**src/rtl/dmasel_pkg.sv**
```systemverilog
package dmasel_pkg;

    localparam int unsigned NUM_SRC  = 16;
    localparam int unsigned SEL_W    = $clog2(NUM_SRC);
    localparam int unsigned REG_W    = 8;
    localparam int unsigned NUM_ALT  = 2;
    localparam int unsigned ALT_W    = $clog2(NUM_ALT);
    localparam int unsigned SYNC_LEN = 2;

    // register bit positions
    localparam int unsigned MODE_BIT  = 6;
    localparam int unsigned SWREQ_BIT = 7;
    localparam int unsigned FLAG_BIT  = 0;

    // register addresses
    localparam logic ADDR_SEL = 1'b0;
    localparam logic ADDR_CTL = 1'b1;

    // source codes with a fixed meaning
    localparam logic [SEL_W-1:0] CODE_PIN     = SEL_W'(0);
    localparam logic [SEL_W-1:0] CODE_SW      = SEL_W'(1);
    localparam logic [SEL_W-1:0] CODE_ALT0    = SEL_W'(2);
    localparam logic [SEL_W-1:0] CODE_ALT1    = SEL_W'(3);
    localparam logic [SEL_W-1:0] CODE_PIN_ANY = SEL_W'(4);

    typedef enum logic [2:0] {
        SRC_NONE,
        SRC_PIN_FALL,
        SRC_PIN_ANY,
        SRC_LINE,
        SRC_ALT
    } src_kind_e;

    typedef struct packed {
        logic             mode;
        logic [SEL_W-1:0] code;
    } sel_cfg_t;

    typedef struct packed {
        src_kind_e        kind;
        logic [SEL_W-1:0] idx;
    } src_route_t;

    // Map a mode/code pair to a request source; software trigger is
    // handled at the register port, so its code routes to nothing here.
    function automatic src_route_t route_of(sel_cfg_t c);
        src_route_t r;
        r.kind = SRC_LINE;
        r.idx  = c.code;
        if (c.code == CODE_PIN) begin
            r.kind = SRC_PIN_FALL;
        end else if (c.code == CODE_SW) begin
            r.kind = SRC_NONE;
        end else if (c.mode) begin
            if (c.code == CODE_ALT0) begin
                r.kind = SRC_ALT;
                r.idx  = SEL_W'(0);
            end else if (c.code == CODE_ALT1) begin
                r.kind = SRC_ALT;
                r.idx  = SEL_W'(1);
            end else if (c.code == CODE_PIN_ANY) begin
                r.kind = SRC_PIN_ANY;
            end
        end
        return r;
    endfunction

endpackage

```
**src/rtl/dmasel_pin_sync.sv**
```systemverilog
module dmasel_pin_sync #(
    parameter int unsigned STAGES = 2
) (
    input  logic clk,
    input  logic rst,
    input  logic pin,
    output logic fall,
    output logic rise
);
    logic [STAGES-1:0] chain;
    logic              last;

    always_ff @(posedge clk) begin
        if (rst) begin
            chain <= '1;
            last  <= 1'b1;
        end else begin
            chain <= {chain[STAGES-2:0], pin};
            last  <= chain[STAGES-1];
        end
    end

    assign fall = last & ~chain[STAGES-1];
    assign rise = ~last & chain[STAGES-1];
endmodule

```
**src/rtl/dmasel_src_mux.sv**
```systemverilog
module dmasel_src_mux
    import dmasel_pkg::*;
#(
    parameter int unsigned NSRC = NUM_SRC,
    parameter int unsigned NALT = NUM_ALT
) (
    input  sel_cfg_t        cfg,
    input  logic [NSRC-1:0] line_req,
    input  logic [NALT-1:0] alt_req,
    input  logic            pin_fall,
    input  logic            pin_rise,
    output logic            hit
);
    localparam int unsigned AW = (NALT > 1) ? $clog2(NALT) : 1;

    src_route_t route;

    always_comb begin
        route = route_of(cfg);
        unique case (route.kind)
            SRC_PIN_FALL: hit = pin_fall;
            SRC_PIN_ANY:  hit = pin_fall | pin_rise;
            SRC_LINE:     hit = line_req[route.idx];
            SRC_ALT:      hit = alt_req[route.idx[AW-1:0]];
            default:      hit = 1'b0;
        endcase
    end
endmodule

```
**src/rtl/dmasel_flag.sv**
```systemverilog
module dmasel_flag (
    input  logic clk,
    input  logic rst,
    input  logic set_req,
    input  logic clr_req,
    output logic flag
);
    always_ff @(posedge clk) begin
        if (rst)          flag <= 1'b0;
        else if (set_req) flag <= 1'b1;
        else if (clr_req) flag <= 1'b0;
    end
endmodule

```
**src/rtl/dma_req_select.sv**
```systemverilog
module dma_req_select
    import dmasel_pkg::*;
#(
    parameter int unsigned NSRC  = NUM_SRC,
    parameter int unsigned NALT  = NUM_ALT,
    parameter int unsigned DW    = REG_W,
    parameter int unsigned NSYNC = SYNC_LEN
) (
    input  logic            clk,
    input  logic            rst,
    input  logic            wr_en,
    input  logic            wr_addr,
    input  logic [DW-1:0]   wr_data,
    input  logic            rd_addr,
    output logic [DW-1:0]   rd_data,
    input  logic [NSRC-1:0] periph_req,
    input  logic [NALT-1:0] alt_req,
    input  logic            ext_pin,
    input  logic            ack,
    output logic            pending
);
    sel_cfg_t cfg_q;
    logic     wr_sel, wr_ctl;
    logic     sw_fire, line_hit, req_hit, sw_clear, flag_clr;
    logic     pin_fall, pin_rise;

    assign wr_sel = wr_en && (wr_addr == ADDR_SEL);
    assign wr_ctl = wr_en && (wr_addr == ADDR_CTL);

    always_ff @(posedge clk) begin
        if (rst) begin
            cfg_q <= '0;
        end else if (wr_sel) begin
            cfg_q.mode <= wr_data[MODE_BIT];
            cfg_q.code <= wr_data[SEL_W-1:0];
        end
    end

    // software trigger judged on the byte being written
    assign sw_fire = wr_sel && wr_data[SWREQ_BIT] && !wr_data[MODE_BIT]
                     && (wr_data[SEL_W-1:0] == CODE_SW);

    dmasel_pin_sync #(.STAGES(NSYNC)) u_sync (
        .clk  (clk),
        .rst  (rst),
        .pin  (ext_pin),
        .fall (pin_fall),
        .rise (pin_rise)
    );

    dmasel_src_mux #(.NSRC(NSRC), .NALT(NALT)) u_mux (
        .cfg      (cfg_q),
        .line_req (periph_req),
        .alt_req  (alt_req),
        .pin_fall (pin_fall),
        .pin_rise (pin_rise),
        .hit      (line_hit)
    );

    assign req_hit  = line_hit | sw_fire;
    assign sw_clear = wr_ctl && !wr_data[FLAG_BIT];
    assign flag_clr = ack | sw_clear;

    dmasel_flag u_flag (
        .clk     (clk),
        .rst     (rst),
        .set_req (req_hit),
        .clr_req (flag_clr),
        .flag    (pending)
    );

    always_comb begin
        rd_data = '0;
        if (rd_addr == ADDR_SEL) begin
            rd_data[SEL_W-1:0] = cfg_q.code;
            rd_data[MODE_BIT]  = cfg_q.mode;
        end else begin
            rd_data[FLAG_BIT]  = pending;
        end
    end
endmodule

```
**config.mk**
```make
export PLATFORM = sky130hd
export DESIGN_NAME = dma_req_select
export DESIGN_NICKNAME = d
export VERILOG_FILES = /design/src/rtl/dmasel_pkg.sv /design/src/rtl/dmasel_pin_sync.sv /design/src/rtl/dmasel_src_mux.sv /design/src/rtl/dmasel_flag.sv /design/src/rtl/dma_req_select.sv
export SDC_FILE = /design/constraint.sdc
export NUM_CORES = 1
export LEC_CHECK = 0
export ABC_AREA = 1
export BUFFER_PORTS_ARGS = -buffer_cell sky130_fd_sc_hd__buf_2
export CAP_MARGIN = 20
export CORE_ASPECT_RATIO = 0.8
export CORE_UTILIZATION = 39
export CTS_CLUSTER_SIZE = 14
export DETAILED_ROUTE_END_ITERATION = 16
export HOLD_SLACK_MARGIN = 0.08
export PLACE_DENSITY_LB_ADDON = 0.1
export RECOVER_POWER = 50
export SLEW_MARGIN = 15
export SYNTH_ARGS = -nofsm -noshare
export SYNTH_HDL_FRONTEND = slang
export SYNTH_HIERARCHICAL = 1
export SYNTH_SLANG_ARGS = --single-unit
```
**constraint.sdc**
```tcl
create_clock -name clk -period 1.8 [get_ports clk]
set_input_delay 0.36 -clock clk [delete_from_list [all_inputs] [get_ports clk]]
set_output_delay 0.36 -clock clk [all_outputs]
set_load 0.01 [all_outputs]
```
* Yosys cells after proc, flatten, opt, wreduce, memory -nomap -nowiden
Cells that the tools add are included.
** Word-level totals
- Word-level logic and storage cells :: 53
- Output and inout port bits :: 9
- Register bits after elaboration :: 9
** Operators by class
- Reductions and logical operators :: 10
- $lt $le $gt $ge :: 2
- Multiplexer cells :: 19
- Equal/unequal tests :: 9
- Bitwise operators :: 8
** Operator list (count)
- $mux W7 :: 2
- $mux W3 :: 4
- $mux W4 :: 3
- $eq A4 B1 Y1 const B :: 2
- $eq A4 B2 Y1 const B :: 2
- $mux W1 :: 8
- $eq A3 B2 Y1 const B :: 2
- $logic_and A1 B1 Y1 :: 6
- $lt A4 B5 Y1 const B :: 1
- $bmux W1 S4 :: 1
- $eq A4 B3 Y1 const B :: 1
- $logic_not A4 Y1 :: 1
- $pmux W1 S4 :: 1
- $eq A3 B1 Y1 const B :: 1
- $eq A3 B3 Y1 const B :: 1
- $not A1 Y1 :: 3
- $or A1 B1 Y1 :: 3
- $and A1 B1 Y1 :: 2
- $logic_not A1 Y1 :: 2
- $lt A1 B2 Y1 const B :: 1
- $reduce_bool A2 Y1 :: 1

* Longest topological paths before layout
Gate-level depths: netlist (run 1).
- Depth in word-level cells :: 12
- Mapped depth :: 14
- Mapped depth without buffers :: 13

* Modules after synthesis
The synthesis (run 1) kept the hierarchy.
** Modules (own cells, without submodules)
- dma_req_select :: area an instance 335.3 sq um, cells each 59, times used 1, seq. area each 100.1 sq um
- dmasel_src_mux :: area an instance 315.3 sq um, cells each 65, times used 1, seq. area each 0.0 sq um
- dmasel_pin_sync :: area an instance 97.6 sq um, cells each 13, times used 1, seq. area each 60.1 sq um
- dmasel_flag :: area an instance 40.0 sq um, cells each 5, times used 1, seq. area each 20.0 sq um

* Worst setup path after synthesis (run 1)
Ideal clock, no wire load.
- Kind :: register -> register
- Start point :: register cfg_q[3] (netlist bit)
- End point :: register u_flag.flag
- Cell stages (with the launch flop) :: 15
- Arrival :: 1157 ps
- Setup slack :: 529 ps
- Clock period less this slack :: 1271 ps
- Required time :: 1686 ps
- Buffers on the path :: 1
- Path through :: dfxtp_1 -> nor2_2 -> buf_6 -> nand2_2 -> nand2_1 -> inv_1 -> nand3_1 -> nand2_1 -> nand2_1 -> nand3_1 -> nand2_1 -> inv_1 -> nand2_1 -> inv_1 -> a21oi_2
** Between the ends
- Word-level cells in the longest chain between the ends :: 11
- Elaborated cells between the ends (all ways) :: 26
** Ends and longest elaborated chain
- start, declared :: line dma_req_select.sv:22 : sel_cfg_t cfg_q;
- $eq A4 B2 Y1 / $eq A4 B3 Y1 (equally long branches) :: line dmasel_pkg.sv:58, dmasel_pkg.sv:61
- $mux W4 / $mux W1 (equally long branches) :: line dmasel_pkg.sv:58, dmasel_pkg.sv:61
- $mux W7 / $mux W3 (equally long branches) :: line dmasel_pkg.sv:55, dmasel_pkg.sv:58
- $mux W7, on equally long branches :: line dmasel_pkg.sv:54, dmasel_pkg.sv:55
- $mux W4 / $mux W7 (equally long branches) :: line dmasel_pkg.sv:52, dmasel_pkg.sv:54
- $mux W4 / $mux W3 (equally long branches) :: line dmasel_pkg.sv:50, dmasel_pkg.sv:52
- $bmux W1 S4 (tied with other cells) :: line dmasel_src_mux.sv:23 : SRC_LINE: hit = line_req[route.idx];
- $mux W1 (implied by the code) (tied with other cells) :: line dmasel_src_mux.sv:23
- $pmux W1 S4 * :: line dmasel_src_mux.sv:20 : unique case (route.kind)
- named net line_hit :: line dma_req_select.sv:24 : logic sw_fire, line_hit, req_hit, sw_clear, flag_clr;
- $or A1 B1 Y1 * :: line dma_req_select.sv:60 : assign req_hit = line_hit | sw_fire;
- named net req_hit :: line dma_req_select.sv:24
- $mux W1 / $reduce_bool A2 Y1 (equally long branches)
- end signal, assigned :: line dmasel_flag.sv:9 : if (rst) flag <= 1'b0;
- end signal, assigned :: line dmasel_flag.sv:10 : else if (set_req) flag <= 1'b1;
- end signal, assigned :: line dmasel_flag.sv:11 : else if (clr_req) flag <= 1'b0;
- end, declared :: line dmasel_flag.sv:6 : output logic flag
Mark *: on every way through the listed nets, which the timed path passes. The rest lies on a longest branch. The select of a mux whose other input is x is not followed.
A chain may end at the register's enable or synchronous reset.

* Worst setup path in the final report (run 1)
- Start point :: register cfg_q[2] (netlist bit)
- End point :: register u_flag.flag
Same word-level chain as after synthesis.

==> out/metrics.csv, run 1 <==
metric,value,unit
Layout Nets,214,
crit path max fanout,13,
initial antenna violation count,0,
clock power share,0.274,
first-pass GRT wire length,2.74,mm
mux cell area share after synthesis,0.0127,
Routed Antenna Nets,0,
Final GP Congestion,0.779,
fmax,0.658,GHz
worst setup margin,280,ps
Synth area leader,dfxtp_1,
fin area,990,sq um
Leak,0.586,nW
"Slowest-stage cell, CP",dfxtp_1,
gr usage total,0.168,
"slowest stage delay, CP",330,ps
Reg power frac,0.413,
dpl ws,156,ps
DRT Wirelength,1.65,mm
CTS tree,done,
"count leader, synth",nand2_1,
synthesized area,788,sq um
Slew @ Worst Pin,582,ps
CTS Buffer Depth,2,
Max-Cap Viols,0,
Final min period,1520,ps
kind of critical path,reg2reg,
"Remaining Overflow, GRT",0,
XOR/XNOR Fraction of Synth Area,0,
fin. max-slew vios,0,
worst skew pair latency,260,ps
synth cell count leaders,"40 x nand2_1, 31 x inv_1, 20 x nor2_1, 14 x nand3_1, 9 x dfxtp_1",
"Setup Fix Bufs, Post-CTS",0,
crit share post-route,0.844,
clock skew,5.30,ps
CTS Buf Count,3,
setup TNS,0,ps
clk sinks,9,
Startpoint Class,flip-flop,
DIE AREA,0.00221,sq mm
post-synthesis register bit count,9,
Crit path arrival time,1670,ps
Die Height,42.2,um
syn_area_per_cell,5.55,sq um
area share of the largest cell type after synthesis,0.229,
Synth Area in Simple Gates,0.460,
post-layout util,0.523,
H-Tree Depth,1,
post-synthesis sequential area ratio,0.229,
Min Hold Slack,278,ps
First-pass DRT Iterations,4,
HPWL Detailed,1.36,mm
fin cells,204,
status,"finished, final reports clean",
pin count of the biggest net entering global routing,14,
Initial Util,0.417,
placed inst area,968,sq um
pwr/cell area,558,mW/mm^2
# diodes,0,
Syn Inst Count,142,
Crit. End Element,flip-flop,
cts repair resizes,0,
port buffer count,36,
die width,52.3,um
Slew HR,0.610,
Ports,42,
Final Power,0.552,mW
drt via density,4.19,
Worst-path clk slew,60,ps
"EDFF count, synth",0,
maximum VDD drop,435,uV
vias in the first global route,727,
largest family of logic cells by synthesized area,simple AND/OR/NAND/NOR gates,
Layout area overhead,25.6,%
vias post-DR,854,
Yosys cell types,19,
asr flop ratio synth,0,
"Hold Violations, Final",0,
# hold bufs at CTS,0,
Rows,14,
RSZ-0062 raised after global routing,false,
final number of setup-violating endpoints,0,
layout cells sized above 1,0.289,
worst hold path type,in2reg,
largest cells by area after synthesis,"dfxtp_1 23%, nand2_1 19%, inv_1 15%",
routed len/inst,8.10,um
most frequent CP cell,nand2_1,
Synth Area in Compound Gates,0.0794,
Iter 0 DRT Violations,16,
sw frac,0.323,
Yosys warnings,6,
drt drc,0,
core area,0.00189,sq mm
combinational power share,0.313,
prevailing post-synth register cell,dfxtp_1,
critical-path cell list,buf_4 -> or2_2 -> nand3_1 -> nand3_1 -> nand2_1 -> nand2_1 -> nand3_1 -> nand2_1 -> inv_1 -> nand2_1 -> inv_1 -> a21oi_2,
Post-Synth Adder-Cell Area,0,
Placed Instances,200,
sw power,0.178,mW
Cell Int Power,0.374,mW
CTS root buf,clkbuf_4,
data required time of the critical path,1950,ps
==> power groups by stage <==
stage	clock network (mW)	registers, mW	logic [mW]
after global placement	0	0.231	0.171
after detailed placement	0	0.232	0.176
final	0.151	0.228	0.173
after floorplan	0	0.230	0.124
after CTS	0.159	0.227	0.177
after global routing	0.170	0.230	0.198
==> sequential cells by signal, summed over array words and instances, names as in the netlist <==
signal and cells:
cfg_q 5, u_sync/chain 2, u_flag/flag 1, u_sync/last 1
==> final timing paths <==
| kind | slack (ps) | from | end | cells after the start |
|---|---|---|---|---|
| worst max register to register | 280 | cfg_q[2] | u_flag/flag | 12 |
| worst min-delay path | 280 | ext_pin | u_sync/chain[0] | 3 |
| worst max-delay path | 280 | cfg_q[2] | u_flag/flag | 12 |
| worst min register to register | 410 | u_sync/chain[0] | u_sync/chain[1] | 2 |
==> cells in the final DEF, fill, tap and decap left out <==
cell type / count
nor2_4: 1
nand3_1: 14
or2_2: 1
buf_4: 1
nand2_2: 3
inv_2: 1
a21boi_2: 1
o21ai_0: 3
buf_2: 34
conb_1: 3
a21oi_2: 2
mux2i_1: 1
dfxtp_1: 9
a31o_2: 1
nor2_2: 4
clkbuf_1: 3
inv_1: 31
clkinv_1: 1
clkbuf_4: 3
nand2_1: 40
a21oi_1: 2
nor2_1: 21
==> area by class of cell <==
class	count	area, sq um
tap	24	30.0
multi-input combinational	97	444
inverter	33	124
sequential	9	180
timing repair buffer	37	185
fill	218	902
clock buffer	4	26.3
==> critical path: cells and delay by family (launching register included) <==
kind / cells / cell delay (ps)
buffers and inverters: 3 / 310
AO/OA/AOI/OAI: 1 / 50
AND/OR/NAND/NOR: 8 / 720
flip-flops: 1 / 330
==> layer usage <==
metal | track usage | routed length [um] | vias to the layer above
li1 | - | - | 486
met1 | 0.186 | 754 | 340
met2 | 0.295 | 790 | 26
met3 | 0.0435 | 92 | 2
met4 | 0.0789 | 16 | 0
met5 | 0 | 0 | -
==> cells by family (layout without fill, tap and decap cells) <==
kind of cell    after synthesis  after routing
other cells                   1              3
flops                         9              9
mux                           1              1
compound gates                9              9
buf+inv                      38             74
simple gates                 84             84
Power figures use the tool's default switching activity.
==> run 2, diff against run 1 <==
==> constraint.sdc (replaced) <==
create_clock -name clk -period 1.24 [get_ports clk]
set_input_delay 0.248 -clock clk [delete_from_list [all_inputs] [get_ports clk]]
set_output_delay 0.248 -clock clk [all_outputs]
set_load 0.01 [all_outputs]
==> run 2 against run 1 <==
Effect of this change: the flow now finishes with violations (negative setup slack); first-iteration DRC count rose by 19%; register-to-register slack got worse by 440 ps; fmax rose by 8.4%; clock power rose by 50%; critical path type unchanged; highest routed layer unchanged.
==> out/metrics.csv, run 2 (same netlist as run 1, synthesis figures left out) <==
metric,value,unit,change
status,finished with violations,,"was finished, final reports clean"
violated checks,negative setup slack,,
"commonest non-fill, non-tap cell in the layout",nand2_1,,unchanged
die width,52.3,um,unchanged
# hold bufs at CTS,0,,unchanged
Routed Antenna Nets,0,,unchanged
most frequent CP cell,nand2_1,,unchanged
crit share post-route,1.13,,was 0.844
CTS Buf Count,3,,unchanged
Worst-path clk slew,70,ps,was 60 ps
core area,0.00189,sq mm,unchanged
Min Hold Slack,159,ps,was 278 ps
Max-Cap Viols,0,,unchanged
first-pass GRT wire length,3.01,mm,was 2.74 mm
Layout Nets,226,,was 214
HPWL Detailed,1.39,mm,was 1.36 mm
pin count of the biggest net entering global routing,11,,was 14
H-Tree Depth,1,,unchanged
CTS root buf,clkbuf_4,,unchanged
worst setup margin,-162,ps,was 280 ps
worst skew pair latency,260,ps,about the same
vias in the first global route,804,,was 727
Initial Util,0.417,,unchanged
gr usage total,0.179,,was 0.168
Iter 0 DRT Violations,19,,was 16
CTS tree,done,,unchanged
"Slowest-stage cell, CP",dfxtp_4,,was dfxtp_1
First-pass DRT Iterations,4,,unchanged
CTS Buffer Depth,2,,unchanged
final number of setup-violating endpoints,3,,was 0
"Remaining Overflow, GRT",0,,unchanged
Rows,14,,unchanged
routed len/inst,8.52,um,was 8.10 um
fin. max-slew vios,0,,unchanged
Die Height,42.2,um,unchanged
initial antenna violation count,0,,unchanged
fin cells,216,,was 204
Final GP Congestion,0.865,,was 0.779
vias post-DR,929,,was 854
"Hold Violations, Final",0,,unchanged
Startpoint Class,flip-flop,,unchanged
fmax,0.713,GHz,was 0.658 GHz
Final min period,1400,ps,was 1520 ps
data required time of the critical path,1440,ps,was 1950 ps
crit path max fanout,8,,was 13
top flop regs,"cfg_q x5, u_sync/chain x2",,unchanged
maximum VDD drop,467,uV,was 435 uV
most frequent cells in the layout,"37 x nand2_1, 36 x buf_2, 26 x inv_1",,"was 40 x nand2_1, 34 x buf_2, 31 x inv_1"
drt via density,4.30,,was 4.19
number of flip-flops under the largest register name,5,,unchanged
Layout area overhead,45.9,%,was 25.6%
clk sinks,9,,unchanged
"slowest stage delay, CP",360,ps,was 330 ps
DRT Wirelength,1.84,mm,was 1.65 mm
clock skew,6.37,ps,was 5.30 ps
Ports,42,,unchanged
port buffer count,36,,unchanged
pwr/cell area,765,mW/mm^2,was 558 mW/mm^2
critical-path cell list,nor2_4 -> buf_4 -> a21oi_2 -> nand3_1 -> nand2_1 -> nand2_1 -> nand3_1 -> nand2_1 -> inv_2 -> nand2_2 -> inv_2 -> a21oi_2,,was buf_4 -> or2_2 -> nand3_1 -> nand3_1 -> nand2_1 -> nand2_1 -> nand3_1 -> nand2_1 -> inv_1 -> nand2_1 -> inv_1 -> a21oi_2
largest register by flop count,cfg_q,,unchanged
worst hold path type,in2reg,,unchanged
RSZ-0062 raised after global routing,true,,was false
# diodes,0,,unchanged
layout cells sized above 1,0.443,,was 0.289
Placed Instances,206,,was 200
kind of critical path,reg2reg,,unchanged
Leak,0.666,nW,was 0.586 nW
DIE AREA,0.00221,sq mm,unchanged
dpl ws,-169,ps,was 156 ps
Crit path arrival time,1600,ps,was 1670 ps
Crit. End Element,flip-flop,,unchanged
drt drc,0,,unchanged
run 2: changes by cell type in the layout (fill, tap and decap cells not counted), moves of 3 or more:
cell	previous run	this run
nand2_2	3	6
dfxtp_1	9	4
buf_4	1	7
nand2_1	40	37
buf_6	0	6
nor2_1	21	18
inv_2	1	7
dfxtp_4	0	4
inv_1	31	26
run 2: path summary, 6_finish.rpt:
check,start,endpoint,slack [ps],cells after the start
max,cfg_q[3],u_flag/flag,-160,12
min,ext_pin,u_sync/chain[0],160,3
max reg2reg,cfg_q[3],u_flag/flag,-160,12
min reg2reg,u_sync/chain[0],u_sync/chain[1],410,2
run 2: critical path, delay by kind of cell (launching register included):
family / cells / cell delay [ps]
compound gates: 2 / 130
simple gates: 7 / 610
flops: 1 / 360
buf+inv: 3 / 230
run 2: repair_timing:
item / CTS / global route
buffers inserted: 3 / 2
resized for setup: 11 / 13
cloned: 0 / 1
setup endpoints to repair: 6 / 6
pin swaps: 2 / 7
run 2: power breakdown:
part | switching, mW | total (mW) | internal (mW)
clock network | 0.103 | 0.227 | 0.124
logic | 0.166 | 0.325 | 0.159
registers | 0.0213 | 0.328 | 0.306
total | 0.291 | 0.880 | 0.589
run 2: stage by stage:
stage	power (mW)	area [sq um]	utilization	TNS, ps
after floorplan	0.516	813	-	-0.993
after global placement	0.608	1030	0.545	-155
after detailed placement	0.614	1030	0.545	-169
after CTS	0.868	1100	0.583	-264
after global routing	0.949	1150	0.608	-586
final	0.880	1150	0.608	-245
run 2: layer usage:
layer | GRT usage | routed length, um | vias up
met3 | 0.0362 | 86 | 4
met5 | 0 | 0 | -
met1 | 0.219 | 872 | 387
met4 | 0.0789 | 33 | 0
li1 | - | - | 511
met2 | 0.300 | 848 | 27
run 2: final cells by class:
| cell class | instances | area (sq um) |
|---|---|---|
| fill | 194 | 742 |
| tap | 24 | 30.0 |
| multi-input combinational | 97 | 473 |
| sequential | 9 | 196 |
| timing repair buffer | 49 | 300 |
| inverter | 33 | 124 |
| clock buffer | 4 | 26.3 |
==> run 3, diff against run 2 <==
--- a/config.mk
+++ b/config.mk
@@ -20,3 +20,4 @@
 export SYNTH_HDL_FRONTEND = slang
 export SYNTH_HIERARCHICAL = 1
 export SYNTH_SLANG_ARGS = --single-unit
+export TNS_END_PERCENT = 50
==> run 3 against run 2 <==
Effect of this change: the run still ends with negative setup slack left; via count shrank 0.43%; fmax grew 0.19%; clock skew grew 0.80 ps; combinational power shrank 2%; final cell count shrank 0.46%; critical path depth is the same; power shrank 0.81%; global-route usage shrank 0.15 points; sequential share of layout area grew 0.21 points; cell area shrank 1.2%; sequential power is essentially flat; largest cell class unchanged; highest routed layer unchanged.
==> out/metrics.csv, run 3 (same netlist as run 1, synthesis figures left out) <==
metric,value,unit,change
status,finished with violations,,unchanged
violated checks,negative setup slack,,unchanged
reg2reg path depth,12,,unchanged
Hold Path End,u_sync/chain[0],,unchanged
top flop regs,"cfg_q x5, u_sync/chain x2",,unchanged
"Slowest-stage cell, CP",dfxtp_4,,unchanged
setup TNS,-253,ps,was -245 ps
"CP delay by family, top",simple AND/OR/NAND/NOR gates,,unchanged
core area,0.00189,sq mm,unchanged
Final GP Congestion,0.865,,unchanged
maximum VDD drop,463,uV,was 467 uV
"slowest stage delay, CP",360,ps,about the same
clock skew,7.17,ps,was 6.37 ps
most frequent cells in the layout,"37 x nand2_1, 36 x buf_2, 27 x inv_1",,"was 37 x nand2_1, 36 x buf_2, 26 x inv_1"
pin count of the biggest net entering global routing,11,,unchanged
gr usage total,0.178,,was 0.179
"Remaining Overflow, GRT",0,,unchanged
# hold bufs at CTS,0,,unchanged
"commonest non-fill, non-tap cell in the layout",nand2_1,,unchanged
fmax,0.715,GHz,was 0.713 GHz
Crit path arrival time,1600,ps,about the same
Max-Cap Viols,0,,unchanged
drt drc,0,,unchanged
data required time of the critical path,1440,ps,about the same
CTS root buf,clkbuf_4,,unchanged
Min Hold Slack,158,ps,was 159 ps
# fillers,197,,was 194
# diodes,0,,unchanged
placed inst area,0.00103,sq mm,unchanged
Worst-path clk slew,70,ps,about the same
HPWL Detailed,1.39,mm,unchanged
DIE AREA,0.00221,sq mm,unchanged
fin. max-slew vios,0,,unchanged
clk sinks,9,,unchanged
first-pass GRT wire length,2.99,mm,was 3.01 mm
Leak,0.661,nW,was 0.666 nW
crit share post-route,1.13,,about the same
fin area,0.00114,sq mm,was 0.00115 sq mm
worst hold path type,in2reg,,unchanged
Initial Util,0.417,,unchanged
vias in the first global route,787,,was 804
die width,52.3,um,unchanged
Layout Nets,225,,was 226
number of flip-flops under the largest register name,5,,unchanged
Iter 0 DRT Violations,14,,was 19
routed len/inst,8.44,um,was 8.52 um
Final Power,0.873,mW,was 0.880 mW
vias post-DR,925,,was 929
layout cells sized above 1,0.429,,was 0.443
port buffer count,36,,unchanged
critical-path cell list,nor2_4 -> buf_4 -> a21oi_2 -> nand3_1 -> nand2_1 -> nand2_1 -> nand3_1 -> nand2_1 -> inv_2 -> nand2_2 -> inv_2 -> a21oi_2,,unchanged
reg2reg start,cfg_q[3],,unchanged
most frequent CP cell,nand2_1,,unchanged
Multi-input gate area,470,sq um,was 473 sq um
H-Tree Depth,1,,unchanged
Crit. End Element,flip-flop,,unchanged
drt via density,4.30,,about the same
reg2reg end,u_flag/flag,,unchanged
"Hold Violations, Final",0,,unchanged
Reg area,196,sq um,unchanged
crit path max fanout,8,,unchanged
kind of critical path,reg2reg,,unchanged
Hold Path Depth,3,,unchanged
worst skew pair latency,260,ps,about the same
Ports,42,,unchanged
CTS tree,done,,unchanged
final number of setup-violating endpoints,4,,was 3
flop2flop setup slack,-160,ps,about the same
Layout area overhead,44.1,%,was 45.9%
CTS Buffer Depth,2,,unchanged
largest register by flop count,cfg_q,,unchanged
Final min period,1400,ps,about the same
hold path startpoint,ext_pin,,unchanged
First-pass DRT Iterations,4,,unchanged
pwr/cell area,768,mW/mm^2,was 765 mW/mm^2
Startpoint Class,flip-flop,,unchanged
Rows,14,,unchanged
worst setup margin,-159,ps,was -162 ps
initial antenna violation count,0,,unchanged
crit path buf inv count,3,,unchanged
RSZ-0062 raised after global routing,true,,unchanged
Die Height,42.2,um,unchanged
DRT Wirelength,1.82,mm,was 1.84 mm
Routed Antenna Nets,0,,unchanged
CTS Buf Count,3,,unchanged
[run 3: cell count changes in the layout (fill, tap and decap cells not counted)]
cell,previous run,this run
buf_6,6,5
inv_1,26,27
inv_2,7,6
nor2_1,18,19
nor2_2,6,5
[run 3: power by group]
part / switching [mW] / leakage [nW] / total [mW] / internal [mW]
combinational: 0.163 / 0.568 / 0.317 / 0.154
clock: 0.103 / 0.0150 / 0.227 / 0.124
sequential: 0.0219 / 0.0773 / 0.328 / 0.306
total: 0.288 / 0.661 / 0.873 / 0.585
[run 3: through the flow]
stage | instances | utilization | setup WS (ps)
CTS | 212 | 0.579 | -169
global placement | 206 | 0.545 | -155
global route | 215 | 0.601 | -282
finish | 215 | 0.601 | -159
floorplan | 144 | - | -0.993
detailed placement | 206 | 0.545 | -169
[run 3: worst max-delay path by stage]
| stage | end | cells after the start | start | slack, ps |
|---|---|---|---|---|
| 3_3_place_gp | u_flag/flag | 13 | cfg_q[3] | -150 |
| 5_1_grt | u_flag/flag | 13 | cfg_q[3] | -280 |
| 4_1_cts | u_flag/flag | 13 | cfg_q[2] | -170 |
| 6_report | u_flag/flag | 12 | cfg_q[3] | -160 |
| 2_1_floorplan | u_flag/flag | 14 | cfg_q[3] | -1 |
| 3_5_place_dp | u_flag/flag | 10 | cfg_q[3] | -170 |
[run 3: tightest hold or removal path: stages]
cell     delay [ps]
buf_2            80
inv_1            30
nand2_1          40
[run 3: final cells by class]
class                   instances  area share
well taps                      24      0.0264
clock buffers                   4      0.0231
inverters                      33       0.109
multi-input cells              97       0.414
repair buffers                 48       0.254
flip-flops and latches          9       0.173
[run 3: repair_timing]
action	in CTS	in global routing
resized for setup	11	10
pin swaps	2	6
endpoints found under the setup margin	6	6
buffers inserted	2	2
gates cloned	0	1
[run 3: metal layers]
layer	vias to the layer above	GRT usage	wire, um
met3	4	0.0326	95
li1	509	-	-
met2	31	0.292	826
met1	381	0.225	861
met5	-	0	0
met4	0	0.0737	32
